File: src/rtl/rw_pkg.sv
package rw_pkg;

    localparam int XLEN     = 64;
    localparam int V_BIT    = 63;
    localparam int LEAF_BIT = 62;
    localparam int REF_BIT  = 8;
    localparam int CHG_BIT  = 7;
    localparam int NLS_W    = 5;
    localparam int SZ_W     = 6;
    localparam int MIN_NLS  = 5;

    localparam int FC_SEG    = 0;
    localparam int FC_NOPTE  = 1;
    localparam int FC_BADCFG = 2;

    typedef enum logic [1:0] {
        ACC_RD = 2'd0,
        ACC_WR = 2'd1,
        ACC_EX = 2'd2
    } acc_t;

    typedef enum logic [2:0] {
        S_IDLE,
        S_PRT,
        S_CALC,
        S_DIR,
        S_RCW
    } st_t;

    typedef struct packed {
        logic [XLEN-1:0] raddr;
        logic [SZ_W-1:0] psize;
        logic [2:0]      perm;
    } xlat_t;

    function automatic logic [XLEN-1:0] dir_base(input logic [XLEN-1:0] e);
        return {8'b0, e[55:8], 8'b0};
    endfunction

    function automatic logic [XLEN-1:0] leaf_rpn(input logic [XLEN-1:0] e);
        return {8'b0, e[55:12], 12'b0};
    endfunction

endpackage

File: src/rtl/rw_qualify.sv
module rw_qualify #(
    parameter int LPID_W = 32,
    parameter int PID_W  = 32
) (
    input  logic              hv,
    input  logic [1:0]        quad,
    input  logic [LPID_W-1:0] lpidr,
    input  logic [PID_W-1:0]  pidr,
    output logic [LPID_W-1:0] q_lpid,
    output logic [PID_W-1:0]  q_pid,
    output logic              seg
);
    always_comb begin
        q_lpid = '0;
        q_pid  = '0;
        seg    = 1'b0;
        if (hv) begin
            unique case (quad)
                2'd0: q_pid = pidr;
                2'd1: begin q_lpid = lpidr; q_pid = pidr; end
                2'd2: q_lpid = lpidr;
                default: ;
            endcase
        end else begin
            unique case (quad)
                2'd0: begin q_lpid = lpidr; q_pid = pidr; end
                2'd3: q_lpid = lpidr;
                default: seg = 1'b1;
            endcase
        end
    end
endmodule

File: src/rtl/rw_index.sv
module rw_index
    import rw_pkg::*;
(
    input  logic [XLEN-1:0]  eam,
    input  logic [XLEN-1:0]  base,
    input  logic [NLS_W-1:0] nls,
    input  logic [SZ_W-1:0]  rem,
    output logic [XLEN-1:0]  ent_addr,
    output logic             bad
);
    logic [SZ_W-1:0] shamt;
    logic [XLEN-1:0] idx;

    always_comb begin
        bad      = (nls < NLS_W'(MIN_NLS)) || ({1'b0, nls} > rem);
        shamt    = rem - {1'b0, nls};
        idx      = (eam >> shamt) & ((64'd1 << nls) - 64'd1);
        ent_addr = base + (idx << 3);
    end
endmodule

File: src/rtl/rw_leaf.sv
module rw_leaf
    import rw_pkg::*;
(
    input  logic [XLEN-1:0] entry,
    input  logic [XLEN-1:0] eam,
    input  logic [SZ_W-1:0] rem_after,
    input  logic            is_wr,
    output logic [XLEN-1:0] leaf_ra,
    output logic [XLEN-1:0] upd_entry,
    output logic            changed
);
    logic [XLEN-1:0] low_mask;

    always_comb begin
        low_mask  = (64'd1 << rem_after) - 64'd1;
        leaf_ra   = (leaf_rpn(entry) & ~low_mask) | (eam & low_mask);
        upd_entry = entry | (64'd1 << REF_BIT);
        if (is_wr) upd_entry = upd_entry | (64'd1 << CHG_BIT);
        changed   = (upd_entry != entry);
    end
endmodule

File: src/rtl/radix_walker.sv
module radix_walker
    import rw_pkg::*;
#(
    parameter int MAX_LVL   = 5,
    parameter int LPID_W    = 32,
    parameter int PID_W     = 32,
    parameter int PAGE_LOG2 = 12
) (
    input  logic              clk,
    input  logic              rst,
    input  logic              start,
    input  logic [63:0]       ea,
    input  logic [1:0]        acc,
    input  logic              hv,
    input  logic              ir,
    input  logic              dr,
    input  logic [LPID_W-1:0] lpidr,
    input  logic [PID_W-1:0]  pidr,
    input  logic [63:0]       prtb_base,
    input  logic [4:0]        prts,
    output logic              mem_req,
    output logic              mem_we,
    output logic [63:0]       mem_addr,
    output logic [63:0]       mem_wdata,
    input  logic              mem_ack,
    input  logic [63:0]       mem_rdata,
    output logic              done,
    output logic              fault,
    output logic [2:0]        fcause,
    output logic [63:0]       raddr,
    output logic [5:0]        psize,
    output logic [2:0]        perm,
    output logic [63:0]       pte_addr,
    output logic [LPID_W-1:0] sel_lpid,
    output logic [PID_W-1:0]  sel_pid
);
    localparam int LVL_W = $clog2(MAX_LVL + 1);
    localparam logic [63:0] RM_MASK = 64'h0FFF_FFFF_FFFF_FFFF;

    st_t              st;
    logic [XLEN-1:0]  eam_q, base_q;
    logic [NLS_W-1:0] nls_q;
    logic [SZ_W-1:0]  rem_q, rem_after;
    logic [LVL_W-1:0] lvl_q;
    logic             wr_q;

    logic [LPID_W-1:0] q_lpid;
    logic [PID_W-1:0]  q_pid;
    logic              seg, bypass, ovf;
    logic [XLEN-1:0]   pid64, prt_addr, ent_addr, leaf_ra, upd_entry;
    logic              bad, changed;
    xlat_t             xl;

    rw_qualify #(.LPID_W(LPID_W), .PID_W(PID_W)) u_qual (
        .hv(hv), .quad(ea[63:62]), .lpidr(lpidr), .pidr(pidr),
        .q_lpid(q_lpid), .q_pid(q_pid), .seg(seg)
    );

    rw_index u_idx (
        .eam(eam_q), .base(base_q), .nls(nls_q), .rem(rem_q),
        .ent_addr(ent_addr), .bad(bad)
    );

    rw_leaf u_leaf (
        .entry(mem_rdata), .eam(eam_q), .rem_after(rem_after), .is_wr(wr_q),
        .leaf_ra(leaf_ra), .upd_entry(upd_entry), .changed(changed)
    );

    always_comb begin
        bypass    = hv && ((acc_t'(acc) == ACC_EX) ? !ir : !dr);
        pid64     = 64'(q_pid);
        ovf       = (pid64 >> ({1'b0, prts} + 6'd8)) != 64'd0;
        prt_addr  = (prtb_base & ~64'hFFF) + (pid64 << 4);
        rem_after = rem_q - {1'b0, nls_q};
        xl.raddr  = leaf_ra;
        xl.psize  = rem_after;
        xl.perm   = {1'b1, wr_q, 1'b1};
    end

    always_ff @(posedge clk) begin
        if (rst) begin
            st        <= S_IDLE;
            eam_q     <= '0;
            base_q    <= '0;
            nls_q     <= '0;
            rem_q     <= '0;
            lvl_q     <= '0;
            wr_q      <= 1'b0;
            mem_req   <= 1'b0;
            mem_we    <= 1'b0;
            mem_addr  <= '0;
            mem_wdata <= '0;
            done      <= 1'b0;
            fault     <= 1'b0;
            fcause    <= '0;
            raddr     <= '0;
            psize     <= '0;
            perm      <= '0;
            pte_addr  <= '0;
            sel_lpid  <= '0;
            sel_pid   <= '0;
        end else begin
            done <= 1'b0;
            unique case (st)
                S_IDLE: if (start) begin
                    eam_q  <= {2'b00, ea[61:0]};
                    wr_q   <= (acc_t'(acc) == ACC_WR);
                    lvl_q  <= '0;
                    fault  <= 1'b0;
                    fcause <= '0;
                    raddr  <= '0;
                    psize  <= '0;
                    perm   <= '0;
                    if (bypass) begin
                        done     <= 1'b1;
                        raddr    <= ea & RM_MASK;
                        psize    <= SZ_W'(PAGE_LOG2);
                        perm     <= 3'b111;
                        pte_addr <= '0;
                        sel_lpid <= '0;
                        sel_pid  <= '0;
                    end else if (seg) begin
                        done     <= 1'b1;
                        fault    <= 1'b1;
                        fcause   <= 3'(1 << FC_SEG);
                        sel_lpid <= '0;
                        sel_pid  <= '0;
                    end else begin
                        sel_lpid <= q_lpid;
                        sel_pid  <= q_pid;
                        if (ovf) begin
                            done   <= 1'b1;
                            fault  <= 1'b1;
                            fcause <= 3'(1 << FC_NOPTE);
                        end else begin
                            mem_req  <= 1'b1;
                            mem_we   <= 1'b0;
                            mem_addr <= prt_addr;
                            st       <= S_PRT;
                        end
                    end
                end
                S_PRT: if (mem_ack) begin
                    mem_req <= 1'b0;
                    base_q  <= dir_base(mem_rdata);
                    nls_q   <= mem_rdata[NLS_W-1:0];
                    rem_q   <= mem_rdata[61:56];
                    st      <= S_CALC;
                end
                S_CALC: begin
                    if (bad || lvl_q == LVL_W'(MAX_LVL)) begin
                        done   <= 1'b1;
                        fault  <= 1'b1;
                        fcause <= 3'(1 << FC_BADCFG);
                        st     <= S_IDLE;
                    end else begin
                        mem_req  <= 1'b1;
                        mem_we   <= 1'b0;
                        mem_addr <= ent_addr;
                        lvl_q    <= lvl_q + 1'b1;
                        st       <= S_DIR;
                    end
                end
                S_DIR: if (mem_ack) begin
                    mem_req <= 1'b0;
                    if (!mem_rdata[V_BIT]) begin
                        done   <= 1'b1;
                        fault  <= 1'b1;
                        fcause <= 3'(1 << FC_NOPTE);
                        st     <= S_IDLE;
                    end else if (mem_rdata[LEAF_BIT]) begin
                        raddr    <= xl.raddr;
                        psize    <= xl.psize;
                        perm     <= xl.perm;
                        pte_addr <= mem_addr;
                        if (changed) begin
                            mem_req   <= 1'b1;
                            mem_we    <= 1'b1;
                            mem_wdata <= upd_entry;
                            st        <= S_RCW;
                        end else begin
                            done <= 1'b1;
                            st   <= S_IDLE;
                        end
                    end else begin
                        base_q <= dir_base(mem_rdata);
                        nls_q  <= mem_rdata[NLS_W-1:0];
                        rem_q  <= rem_after;
                        st     <= S_CALC;
                    end
                end
                S_RCW: if (mem_ack) begin
                    mem_req <= 1'b0;
                    mem_we  <= 1'b0;
                    done    <= 1'b1;
                    st      <= S_IDLE;
                end
                default: st <= S_IDLE;
            endcase
        end
    end

    // request held steady until accepted
    a_r12_req_hold: assert property (@(posedge clk) disable iff (rst)
        mem_req && !mem_ack |=> mem_req && $stable(mem_addr) && $stable(mem_we));

    // entries are 8-byte aligned
    a_r12_addr_align: assert property (@(posedge clk) disable iff (rst)
        mem_req |-> mem_addr[2:0] == 3'b000);

    // completion is a single-cycle pulse
    a_r13_done_pulse: assert property (@(posedge clk) disable iff (rst)
        done |=> !done);

    // exactly one fault class on a failed walk
    a_r13_cause_onehot: assert property (@(posedge clk) disable iff (rst)
        done && fault |-> $countones(fcause) == 1);

    // every write-back marks the entry referenced
    a_r10_wb_ref: assert property (@(posedge clk) disable iff (rst)
        mem_req && mem_we |-> mem_wdata[REF_BIT]);

    // write accesses also mark it changed
    a_r10_wb_chg: assert property (@(posedge clk) disable iff (rst)
        mem_req && mem_we && wr_q |-> mem_wdata[CHG_BIT]);

    // level counter bounded by the limit
    a_r11_lvl_bound: assert property (@(posedge clk) disable iff (rst)
        lvl_q <= LVL_W'(MAX_LVL));

    // no memory traffic while idle
    a_r1_idle_quiet: assert property (@(posedge clk) disable iff (rst)
        st == S_IDLE |-> !mem_req);

endmodule

File: config.mk
export PLATFORM = sky130hd
export DESIGN_NAME = radix_walker
export DESIGN_NICKNAME = d
export VERILOG_FILES = /design/src/rtl/rw_pkg.sv /design/src/rtl/rw_qualify.sv /design/src/rtl/rw_index.sv /design/src/rtl/rw_leaf.sv /design/src/rtl/radix_walker.sv
export SDC_FILE = /design/constraint.sdc
export NUM_CORES = 2
export LEC_CHECK = 0
export CAP_MARGIN = 30
export CORE_ASPECT_RATIO = 1.75
export CORE_MARGIN = 2
export CORE_UTILIZATION = 47
export DETAILED_ROUTE_END_ITERATION = 7
export PLACE_DENSITY = 0.8
export SLEW_MARGIN = 20
export SYNTH_ARGS = -nofsm -noshare
export SYNTH_HDL_FRONTEND = slang
export SYNTH_SLANG_ARGS = --single-unit
File: constraint.sdc
create_clock -name clk -period 5.7 [get_ports clk]
set_clock_uncertainty 0.05 [all_clocks]
set_input_delay 1.14 -clock clk [delete_from_list [all_inputs] [get_ports clk]]
set_output_delay 1.14 -clock clk [all_outputs]
set_load 0.02 [all_outputs]
Yosys cells after proc, flatten, opt, wreduce, memory -nomap -nowiden --
Cells that the tools add are included. W data, S select, Z words.
Word-level totals: bits in registers 480, output and inout bits 336, logic and storage cells 214
Cells by class: add/sub/neg operators 7, order comparisons 2, eq/ne operators 27, shifts and indexed selects 4, multiplexer cells 120, bitwise logic cells 5, reductions and logical operators 29
Operator list (count):
- $mux W64 | 18
- $pmux W64 S2 | 4
- $mux W32 | 10
- $add A64 B36 Y64 | 1
- $add A64 B64 Y64 | 1
- $and A56 B64 Y64 | 1
- $and A62 B64 Y64 | 1
- $ne A64 B64 Y1 | 1
- $not A64 Y64 | 1
- $or A64 B64 Y64 | 1
- $reduce_bool A64 Y1 | 1
- $shl A1 B6 Y64 const A | 1
- $shr A32 B6 Y64 | 1
- $sub A64 B1 Y64 const B | 1
- $mux W3 | 21
- $shr A62 B6 Y61 | 1
- $and A61 B61 Y61 | 1
- $shl A1 B5 Y61 const A | 1
- $sub A61 B1 Y61 const B | 1
- $mux W60 | 1
- $mux W6 | 8
- $mux W1 | 37
- $ne A2 B2 Y1 const B | 15
- $pmux W6 S2 | 2
- 37 further kinds | 63

Logic depth before layout (Yosys ltp) --
word-level depth 11, mapped depth 28

Hierarchy --
A second synthesis with hierarchy kept.
Unflattened totals: cells, all modules 4090, area, all modules 30342.9 um^2
By module, submodules not included:
- radix_walker | times used 1, cells each 2430, area each 19608.8 um^2, seq. area each 9268.9 um^2
- rw_index | times used 1, cells each 1244, area each 7916.3 um^2, seq. area each 0.0 um^2
- rw_leaf | times used 1, cells each 339, area each 2289.7 um^2, seq. area each 0.0 um^2
- rw_qualify | times used 1, cells each 77, area each 528.0 um^2, seq. area each 0.0 um^2

Worst setup path after synthesis --
Ideal clock, no wire load.
path type register to register, start register nls_q[4], end register mem_addr[56], library setup time 0.115 ns, data arrival time 5.750 ns, required time 5.535 ns, path slack -0.215 ns, stages on the path, launching flop included 26, cell sequence dfxtp_1 -> clkbuf_1 -> inv_1 -> clkbuf_1 -> ha_1 -> buf_2 -> inv_1 -> a2111oi_2 -> a211oi_2 -> buf_2 -> clkbuf_1 -> buf_1 -> clkbuf_1 -> a211oi_1 -> a211oi_1 -> fa_1 -> a211o_1 -> nand4_1 -> nand3_1 -> o211ai_1 -> a21oi_1 -> nor2_1 -> o41ai_1 -> a311oi_1 -> o31a_1 -> a2111oi_0
On the way: cells in the longest elaborated chain, start to end 6
Ends and longest elaborated chain:
- start: declaration | line radix_walker.sv:42 | logic [NLS_W-1:0] nls_q;
- start signal: assignment | line radix_walker.sv:146 | nls_q <= mem_rdata[NLS_W-1:0];
- start signal: assignment | line radix_walker.sv:187 | nls_q <= mem_rdata[NLS_W-1:0];
- $shl A1 B5 Y61 or $sub A6 B5 Y6 (tied branches) | line rw_index.sv:17, rw_index.sv:16
- $sub A61 B1 Y61 or $shr A62 B6 Y61 (tied branches) | line rw_index.sv:17 | idx = (eam >> shamt) & ((64'd1 << nls) - 64'd1);
- $and A61 B61 Y61 | line rw_index.sv:17
- $add A64 B64 Y64 | line rw_index.sv:18 | ent_addr = base + (idx << 3);
- $mux W64 | line radix_walker.sv:151 | if (bad || lvl_q == LVL_W'(MAX_LVL)) begin
- $pmux W64 S2 | line radix_walker.sv:104 | unique case (st)
- end signal: assignment | line radix_walker.sv:138 | mem_addr <= prt_addr;
- end signal: assignment | line radix_walker.sv:159 | mem_addr <= ent_addr;
- end: declaration | line radix_walker.sv:23 | output logic [63:0] mem_addr,
Several ways; a longest one is shown, not always the timed one. The select of a mux whose other input is x is not followed. A chain may end at the register's enable or synchronous reset.

Worst setup path after layout --
start register rem_q[0], end register mem_addr[41]
On the way: cells in the longest elaborated chain, start to end 6
Ends and longest elaborated chain:
- start: declaration | line radix_walker.sv:43 | logic [SZ_W-1:0] rem_q, rem_after;
- start signal: assignment | line radix_walker.sv:147 | rem_q <= mem_rdata[61:56];
- start signal: assignment | line radix_walker.sv:188 | rem_q <= rem_after;
- $sub A6 B5 Y6 | line rw_index.sv:16 | shamt = rem - {1'b0, nls};
- $shr A62 B6 Y61 | line rw_index.sv:17
- $and A61 B61 Y61 | line rw_index.sv:17
- $add A64 B64 Y64 | line rw_index.sv:18
- $mux W64 | line radix_walker.sv:151
- $pmux W64 S2 | line radix_walker.sv:104
Several ways; a longest one is shown, not always the timed one. The select of a mux whose other input is x is not followed.

==> metrics.txt <==
area of the placeable core a little under 0.06 mm²; routed length on met3 roughly 8000 µm; number of H-tree levels 2; DRC errors left 0; Worst Hold Margin 0.404 ns; # fillers 4797; top metal layer carrying routed signals met4; register clock-pin slew on the reported worst setup and hold paths 0.07 ns; top-level I/O count 606; transition time at the pin with the least slew margin 1.08 ns; max capacitance violation total 0; shortest period the worst path allows 5.80 ns; relative contribution of the clock network to total power 0.306; net switching component of the power ~3.7 mW; nets@finish 4748; WL/cell 23.9 µm; number of detailed-route iterations in the first pass 8; delay-heaviest family, CP compound AO/OA/AOI/OAI gates; violations in the final reports negative setup slack; type of the worst setup path flip-flop to flip-flop; antenna-violating nets left 0; number of antenna violations at the first check in global routing 2; first-pass GRT wire length between 150000 and 200000 µm; dominant cell type by count on the critical path buf_6; pwr dens 263 mW/mm²; largest fanout on the critical path 7; final worst slack -0.0980 ns; leakage power 15.1 nW; Slowest-stage cell, CP fa_4; area growth from synthesis to layout 43.0%; post-layout instance count excluding filler cells about 5.2k; DP Worst Slack -0.692 ns; number of port buffers around 590; count of buffering cells on the critical path with inverters included 9; Synth Area per Inst roughly 7.6 µm²; Clk Latency, worst-skew pair 0.60 ns; share of cells above drive strength 1 0.172; arrival time reported for the critical path endpoint 6.18 ns; cell-internal power roughly 6.6 mW; Crit path required time 6.08 ns; Routed Wire Length 124000 µm; switching share of power 0.356; number of synthesis warnings 0; portion of total power attributed to sequential cells 0.335; Routed met1 length 41700 µm; Hold Violations, Final 0; Starting Density 0.474; Avg Vias per Cell 6.06; global route total overflow 0; worst min path class flip-flop to flip-flop; Final Max Tran Viols 0; floorplan die area 0.0603 mm²; instance count of the mapped netlist 3616; count of vias placed by the detailed router 31.5k; estimated wirelength of the detail-placed design 94400 µm; fmax roughly 170 MHz; Std-Cell Rows around 120; utilization of the core after routing 0.677; total met2 wirelength after detailed routing approximately 62000 µm; number of hold buffers added after cts 0; unrepaired setup endpoints after global routing true; placed cell count 5092; proportion of power drawn by combinational gates 0.359; result of the run finished with violations; async set-reset flop share out of synthesis 0; clock root cell clkbuf_16; Worst setup SP type flip-flop; Bufs on Longest Clock Path 3; Final Setup Violations 2; period utilization 1.02; cts bufs inserted 44; vias in the first global route approximately 31k; Die W 186 µm; Peak VDD IR around 0.23 mV; Netlist Area Pre-Place 0.0274 mm²; number of sinks on the clock net 455; total routing resource utilization after global routing 0.387; pin count of the biggest net entering global routing roughly 120; Power, Total roughly 10 mW; flop and latch count out of synthesis 455; commonest register cell after synthesis dfxtp_1; count of flip-flops with a built-in enable after synthesis 0; violation count after the first detailed-routing iteration 2780; weighted congestion at the end of routability-driven global placement 1.05; worst slew slack as a fraction of its limit 0.276; portion of the post-synthesis area used by sequential elements 0.333; type of element capturing the critical path flip-flop; Netlist cell types 84; Largest stage delay, worst path 0.79 ns; clock tree from TritonCTS built; vertical die dimension 323 µm
[cell type report]
cell class,instances,area (µm²),area share
antenna,2,5.00,0.000128
clock buffer,56,1220,0.0311
clock inverter,22,314,0.00802
inverter,49,184,0.00470
multi-input combinational,2839,18100,0.462
sequential,455,9110,0.233
tap,773,967,0.0247
timing repair buffer,1003,9260,0.236
[final timing paths]
path	from	to	slack [ns]	cells past startpoint
worst max-delay path	rem_q[0]	mem_addr[41]	-0.1	29
worst min register to register	mem_wdata[34]	mem_wdata[34]	0.40	2
worst max register to register	rem_q[0]	mem_addr[41]	-0.1	29
worst min-delay path	mem_wdata[34]	mem_wdata[34]	0.40	2
[cell usage in the layout, fill, tap and decap left out, types with 58 or more instances in the layout]
cell type / n
clkdlybuf4s50_1: 584
nor2_1: 373
nand3_1: 63
a22oi_1: 79
a211oi_1: 63
mux2i_1: 60
o21ai_0: 114
buf_4: 391
ha_1: 78
a22o_1: 58
nor3_1: 110
dfxtp_1: 453
nand2_1: 639
a21oi_1: 377
[cells by family after synthesis]
group,Yosys count,share of synthesized area
AND/OR/NAND/NOR,1398,0.218
AO/OA/AOI/OAI,1085,0.257
flip-flops,455,0.333
buffers and inverters,340,0.0495
multiplexers,147,0.0680
XOR/XNOR,104,0.0344
adder cells (fa/ha/maj),86,0.0401
other,1,0.000137
[cell usage after synthesis (13+ instances only)]
| library cell | n | share of area |
|---|---|---|
| mux2i_1 | 79 | 0.029 |
| mux4_2 | 27 | 0.022 |
| o21ai_0 | 145 | 0.027 |
| buf_1 | 40 | 0.0055 |
| dfxtp_1 | 455 | 0.33 |
| xnor2_1 | 58 | 0.019 |
| nand2b_1 | 14 | 0.0032 |
| a22oi_1 | 82 | 0.022 |
| a221oi_1 | 51 | 0.016 |
| mux2_2 | 36 | 0.015 |
| nor2_1 | 385 | 0.053 |
| a22o_1 | 58 | 0.019 |
| o211ai_1 | 29 | 0.0080 |
| nand2_1 | 653 | 0.090 |
| a211oi_1 | 77 | 0.021 |
| a31oi_1 | 29 | 0.0066 |
| xor2_1 | 42 | 0.013 |
| o22ai_1 | 13 | 0.0030 |
| a21oi_1 | 411 | 0.075 |
| and2_1 | 33 | 0.0075 |
| nor2b_1 | 20 | 0.0046 |
| a21o_1 | 39 | 0.011 |
| o21a_1 | 15 | 0.0041 |
| clkbuf_1 | 212 | 0.029 |
| a311oi_1 | 28 | 0.0090 |
| nand3_1 | 66 | 0.012 |
| a2111oi_0 | 13 | 0.0042 |
| buf_2 | 28 | 0.0051 |
| inv_1 | 46 | 0.0063 |
| and3_1 | 25 | 0.0057 |
| ha_1 | 83 | 0.038 |
| nand4_1 | 31 | 0.0071 |
| nor3_1 | 122 | 0.022 |
[worst register-to-register path, delay by kind of cell, from the launching register on]
family | cells | cell delay, ns
AO/OA/AOI/OAI | 11 | 1.55
XOR/XNOR | 1 | 0.09
adder cells (fa/ha/maj) | 3 | 1.28
buffers and inverters | 9 | 1.11
flip-flops | 1 | 0.32
multiplexers | 2 | 0.74
AND/OR/NAND/NOR | 3 | 0.53
[power groups by stage]
stage	logic [mW]	registers, mW	clock network, mW
after detailed placement	3.40	3.52	0
after floorplan	1.74	3.58	0
after CTS	3.51	3.45	3.17
after global routing	3.88	3.47	3.30
after global placement	3.39	3.51	0
final	3.70	3.46	3.16
[flip-flops by register name, indices dropped and copies added, names as in the netlist]
signal	flops
st	3
pte_addr	61
mem_req	1
raddr	62
rem_q	6
sel_pid	32
mem_we	1
perm	2
mem_wdata	64
fault	1
fcause	3
lvl_q	3
nls_q	5
base_q	48
sel_lpid	32
psize	6
eam_q	62
wr_q	1
mem_addr	61
done	1
[what timing repair did]
item                                   in CTS  in global routing
gates cloned                                1                  0
buffers inserted                           14                 12
resized for setup                         115                123
pin swaps                                  33                 72
setup endpoints to repair                  29                 32
endpoints found under the hold margin       0                  0
[metal layers]
| metal | track usage | vias to the layer above |
|---|---|---|
| li1 | - | 14516 |
| met2 | 0.703 | 1577 |
| met5 | 0 | - |
| met3 | 0.0569 | 515 |
| met4 | 0.337 | 0 |
| met1 | 0.388 | 14873 |
[metrics by stage]
step | setup TNS (ns) | instance area [µm²]
6_report | -0.153 | 39200
5_1_grt | -2.05 | 39200
4_1_cts | -0.00464 | 38500
3_5_place_dp | -8.00 | 36400
3_3_place_gp | -6.52 | 36300
2_1_floorplan | -0.00306 | 27500
(Power assumes the default switching activity.)
